<file path="src/rtl/conv_out_seq.sv">
module conv_out_seq #(
  parameter int CNT_W   = 12,
  parameter int DLY_W   = 11,
  parameter int CLK_MHZ = 100
) (
  input  logic             clk,
  input  logic             rst_n,
  input  logic             done_i,
  input  logic             ovr_i,
  input  logic [CNT_W-1:0] meas_i,
  input  logic             ext_mode_i,
  input  logic             strobe_i,
  input  logic             inhibit_i,
  input  logic [DLY_W-1:0] dly_i,
  input  logic [4:0]       rdy_set_i,
  input  logic             rdy_long_i,
  input  logic [1:0]       owid_i,
  input  logic [2:0]       mult_i,
  input  logic             gate_en_i,
  input  logic [CNT_W-1:0] win_lo_i,
  input  logic [CNT_W-1:0] win_w_i,
  output logic             out_o,
  output logic             sca_o,
  output logic             rdy_o,
  output logic             valid_o,
  output logic             ack_o
);
  localparam int MIN_DLY = CLK_MHZ * 150 / 1000;
  localparam int MAX_DLY = CLK_MHZ * 21 / 2;
  localparam int CW      = $clog2(200 * CLK_MHZ + 1);

  typedef enum logic [2:0] {S_IDLE, S_DLY, S_WIN, S_OUT, S_RST} st_t;

  st_t              state;
  logic [CW-1:0]    cnt, dly_len, win_len, pw_len, rst_len;
  logic [CNT_W-1:0] meas_q;
  logic [4:0]       rdy_eff;
  logic             hit, cnt_z;

  assign cnt_z = (cnt == '0);

  always_comb begin
    if (int'(dly_i) < MIN_DLY)      dly_len = CW'(MIN_DLY);
    else if (int'(dly_i) > MAX_DLY) dly_len = CW'(MAX_DLY);
    else                            dly_len = CW'(dly_i);
  end

  always_comb begin
    if (rdy_set_i == 5'd0)       rdy_eff = 5'd1;
    else if (rdy_set_i > 5'd20)  rdy_eff = 5'd20;
    else                         rdy_eff = rdy_set_i;
  end

  assign win_len = CW'(int'(rdy_eff) * (rdy_long_i ? 10 * CLK_MHZ : CLK_MHZ));

  always_comb begin
    case (owid_i)
      2'd0:    pw_len = CW'(CLK_MHZ / 2);
      2'd1:    pw_len = CW'(CLK_MHZ);
      default: pw_len = CW'(CLK_MHZ * 5 / 2);
    endcase
  end

  always_comb begin
    case (mult_i)
      3'd0, 3'd1: rst_len = CW'(CLK_MHZ);
      3'd2:       rst_len = CW'(5 * CLK_MHZ);
      default:    rst_len = CW'(40 * CLK_MHZ);
    endcase
  end

  assign hit = (meas_q >= win_lo_i) &&
               ({1'b0, meas_q} <= ({1'b0, win_lo_i} + {1'b0, win_w_i}));

  always_ff @(posedge clk) begin
    if (!rst_n) begin
      state   <= S_IDLE;
      cnt     <= '0;
      meas_q  <= '0;
      valid_o <= 1'b0;
    end else begin
      valid_o <= 1'b0;
      if (inhibit_i && state != S_RST) begin
        state <= S_RST;
        cnt   <= rst_len - 1'b1;
      end else begin
        case (state)
          S_IDLE: if (done_i) begin
            meas_q <= meas_i;
            if (ovr_i) begin
              state <= S_RST;
              cnt   <= rst_len - 1'b1;
            end else begin
              state <= S_DLY;
              cnt   <= dly_len - 1'b1;
            end
          end
          S_DLY: if (cnt_z) begin
            state   <= S_WIN;
            cnt     <= win_len - 1'b1;
            valid_o <= 1'b1;
          end else cnt <= cnt - 1'b1;
          S_WIN: if (!ext_mode_i || strobe_i) begin
            state <= S_OUT;
            cnt   <= pw_len - 1'b1;
          end else if (cnt_z) begin
            state <= S_RST;
            cnt   <= rst_len - 1'b1;
          end else cnt <= cnt - 1'b1;
          S_OUT: if (cnt_z) begin
            state <= S_RST;
            cnt   <= rst_len - 1'b1;
          end else cnt <= cnt - 1'b1;
          S_RST: if (!cnt_z) cnt <= cnt - 1'b1;
                 else if (!inhibit_i) state <= S_IDLE;
          default: state <= S_IDLE;
        endcase
      end
    end
  end

  assign rdy_o = (state == S_WIN);
  assign sca_o = (state == S_OUT) && hit;
  assign out_o = (state == S_OUT) && (!gate_en_i || hit);
  assign ack_o = (state == S_RST) && cnt_z && !inhibit_i;

  assert_valid_in_rdy_R1: assert property (@(posedge clk) disable iff (!rst_n)
    valid_o |-> rdy_o);
  assert_valid_single_R1: assert property (@(posedge clk) disable iff (!rst_n)
    valid_o |=> !valid_o);
  assert_int_mode_R3: assert property (@(posedge clk) disable iff (!rst_n)
    (rdy_o && !ext_mode_i && !inhibit_i) |=> (state == S_OUT));
  assert_out_from_win_R4: assert property (@(posedge clk) disable iff (!rst_n)
    $rose(state == S_OUT) |-> $past(state == S_WIN));
  assert_sca_with_out_R6: assert property (@(posedge clk) disable iff (!rst_n)
    (sca_o && !gate_en_i) |-> out_o);
  assert_gate_veto_R7: assert property (@(posedge clk) disable iff (!rst_n)
    (gate_en_i && !sca_o) |-> !out_o);
  assert_ovr_to_clear_R9: assert property (@(posedge clk) disable iff (!rst_n)
    (state == S_IDLE && done_i && ovr_i && !inhibit_i) |=> (state == S_RST && !rdy_o));
  assert_inhibit_abort_R10: assert property (@(posedge clk) disable iff (!rst_n)
    inhibit_i |=> !(out_o || rdy_o || valid_o || sca_o));
  assert_inhibit_hold_R10: assert property (@(posedge clk) disable iff (!rst_n)
    (state == S_RST && inhibit_i) |=> (state == S_RST));
  assert_ack_single_R11: assert property (@(posedge clk) disable iff (!rst_n)
    ack_o |=> (!ack_o && !rdy_o && !out_o && state == S_IDLE));
endmodule

</file>
<file path="config.mk">
export PLATFORM = sky130hd
export DESIGN_NAME = conv_out_seq
export DESIGN_NICKNAME = d
export VERILOG_FILES = /design/src/rtl/conv_out_seq.sv
export SDC_FILE = /design/constraint.sdc
export NUM_CORES = 1
export LEC_CHECK = 0
export BUFFER_PORTS_ARGS = -buffer_cell sky130_fd_sc_hd__buf_4
export CORE_MARGIN = 5
export CORE_UTILIZATION = 30
export CTS_CLUSTER_DIAMETER = 100
export DETAILED_ROUTE_END_ITERATION = 7
export SYNTH_ARGS = -nofsm -noshare
export SYNTH_HDL_FRONTEND = slang
export SYNTH_SLANG_ARGS = --single-unit
</file>
<file path="constraint.sdc">
create_clock -name clk -period 8.3 [get_ports clk]
set_input_delay 1.245 -clock clk [delete_from_list [all_inputs] [get_ports clk]]
set_output_delay 1.245 -clock clk [all_outputs]
set_load 0.1 [all_outputs]
</file>
==> out/metrics.csv <==
metric,value,unit
"antenna viol nets, final",0,
Worst Path Required,7050,ps
Slew Limit Fails,0,
pin count of the biggest net entering global routing,35,
Worst R2R Start,cnt[0],
syn avg cell area,7.284,um2
GRT Total Usage,15.22,%
final hold violations,0,
reg2reg setup slack,5450,ps
fin nets,853,
Max clock buf depth,2,
Antenna Cells,0,
f_max,164.6,MHz
total gr overflow,0,
Placer Congestion,0.9746,
Vias/cell,5.315,
worst reg2reg endpoint,cnt[6],
CP Data Arrival Time,4830,ps
Startpoint Class,input port,
Top Ports,71,
total power per unit cell area,148.5,nW/um2
Worst Skew,5.640,ps
final critical-path share of the clock period,73.21,%
Worst slew margin,46.59,%
clock root cell,clkbuf_16,
Synth Instances,662,
die area,18710,um2
CTS Buf Count,5,
RSZ-0062 raised after global routing,false,
initial antenna violation count,0,
CTS-repair resized insts,0,
Critical Path End,out_o,
H-tree depth,2,
register bit total from synthesis,31,
Critical Path Sink Type,output pin,
worst-margin pin slew,798.1,ps
crit path kind,input port to output pin,
Die Y,136.8,um
final setup fails,0,
DRC Markers,0,
Hold Buf Count CTS,0,
Period minus WS final,6076,ps
Post-synth EDFFs,0,
fraction of registers with async set/reset,0,%
drt pass-1 iters,5,
Main synth FF type,dfxtp_1,
Core Region,15830,um2
fillers,1732,
WL/cell,15.27,um
Synth Cell Area,4822,um2
worst-path maximum fanout,3,
DRT iter0 DRCs,333,
worst r2r path cells,8,
"wirelength, routed",14200,um
clock sinks,31,
Syn. warnings,0,
DR vias,4943,
Post-CTS Setup Bufs,0,
share of cells above drive strength 1,13.17,%
DP Wirelength,11500,um
first-pass GRT wire length,23320,um
Max-cap violations,0,
Die W,136.8,um
clk slew on worst S/H paths,50,ps
crit path launch,win_lo_i[0],
TritonCTS clock tree,yes,
Min-Delay Path Class,register to register,
Row Count,46,
Worst-Skew Late Latency,280,ps
final hold slack,460.2,ps
VDD IR max,84.53,uV
count of input and output buffers,70,
area grow syn2layout,17.80,%
Initial Util,30.47,%
synth unique cells,71,
Sum Neg Setup Slack,0,ps
Lkg Pwr,2.476,nW
sequential fraction of the synthesis area,12.87,%
vias in the first global route,4814,
status,completed,
==> per-layer routing <==
| metal | track usage (%) | share of wire (%) | vias to the layer above |
|---|---|---|---|
| met3 | 2.978 | 8.1 | 32 |
| li1 | - | - | 2480 |
| met2 | 24.92 | 45 | 175 |
| met5 | 0 | 0 | - |
| met4 | 4.324 | 2.3 | 0 |
| met1 | 20.39 | 44 | 2256 |
==> registers in the layout, indices dropped and copies added, names as in the netlist <==
register and cells:
valid_o 1, cnt 15, state 3, meas_q 12
==> how the worst min path moves through the flow <==
stage | start | endpoint | slack (ps) | depth (start not counted)
detailed placement | meas_q[0] | meas_q[0] | 460 | 2
finish | meas_q[0] | meas_q[0] | 460 | 2
CTS | meas_q[0] | meas_q[0] | 470 | 2
floorplan | meas_q[0] | meas_q[0] | 440 | 2
global route | meas_q[11] | meas_q[11] | 510 | 2
global placement | meas_q[0] | meas_q[0] | 460 | 2
==> area by class of cell <==
class | instances | area, um2 | area share, %
inverter | 69 | 259.0 | 4.559
tap | 216 | 270.3 | 4.758
clock inverter | 2 | 35.03 | 0.6167
multi-input combinational | 535 | 3824 | 67.31
sequential | 31 | 620.6 | 10.93
timing repair buffer | 71 | 533.0 | 9.383
clock buffer | 6 | 138.9 | 2.445
==> cells in the mapped netlist, types with 14 or more instances <==
library cell	instances	area, um2
inv_1	69	259.0
ha_1	58	725.7
nand2_1	55	206.5
a21oi_1	46	230.2
nor2_1	46	172.7
o21ai_0	45	225.2
dfxtp_1	31	620.6
nand3_1	25	125.1
nor3_1	23	115.1
xnor2_1	23	201.4
clkbuf_1	19	71.32
fa_1	16	320.3
nand2b_1	14	87.58
o211ai_1	14	105.1
==> worst max-delay path, stage by stage <==
cell and delay [ps]:
buf_4 110, ha_1 210, fa_1 430, a211oi_1 290, nor2_1 110, nor4_1 310
o31ai_1 160, nor2_1 130, xor2_1 170, ha_1 260, and4_1 180, a211oi_1 260
o211ai_1 110, o311ai_0 110, o221ai_1 240, a21oi_1 180, buf_4 310
==> kinds of logic (layout without fill, tap and decap cells) <==
| family | Yosys count | count (layout) | synth area share (%) |
|---|---|---|---|
| fa+ha+maj | 74 | 74 | 21.69 |
| xor+xnor | 34 | 34 | 6.175 |
| other cells | 1 | 2 | 0.07777 |
| simple gates | 226 | 226 | 24.34 |
| mux | 2 | 2 | 0.4152 |
| flops | 31 | 31 | 12.87 |
| compound gates | 197 | 197 | 26.52 |
| buf+inv | 97 | 148 | 7.914 |
==> report_power, final <==
part	total [W]	internal, W	switching [W]
Combinational	0.000444	0.000189	0.000255
Sequential	0.000181	0.000161	0.0000198
Clock	0.000218	0.000149	0.0000692
==> cell usage in the layout (no fill, tap or decap), types with 25 or more instances in the layout <==
| master | netlist | final |
|---|---|---|
| buf_4 | 1 | 71 |
| dfxtp_1 | 31 | 31 |
| ha_1 | 58 | 58 |
| o21ai_0 | 45 | 45 |
| inv_1 | 69 | 69 |
| a21oi_1 | 46 | 46 |
| nor2_1 | 46 | 46 |
| nand3_1 | 25 | 25 |
| nand2_1 | 55 | 55 |
==> metrics by stage <==
step	power (W)	setup slack, ps	area [um2]	util (%)	std cells
global route	0.0009196	2001	5680	35.89	930
global placement	0.0006244	2294	5507	34.79	922
finish	0.0008436	2224	5680	35.89	930
detailed placement	0.0006261	2252	5507	34.79	922
floorplan	0.0005040	1734	4826	-	663
CTS	0.0008475	2241	5680	35.89	930
Note: power is estimated with default switching activity, not from simulation.
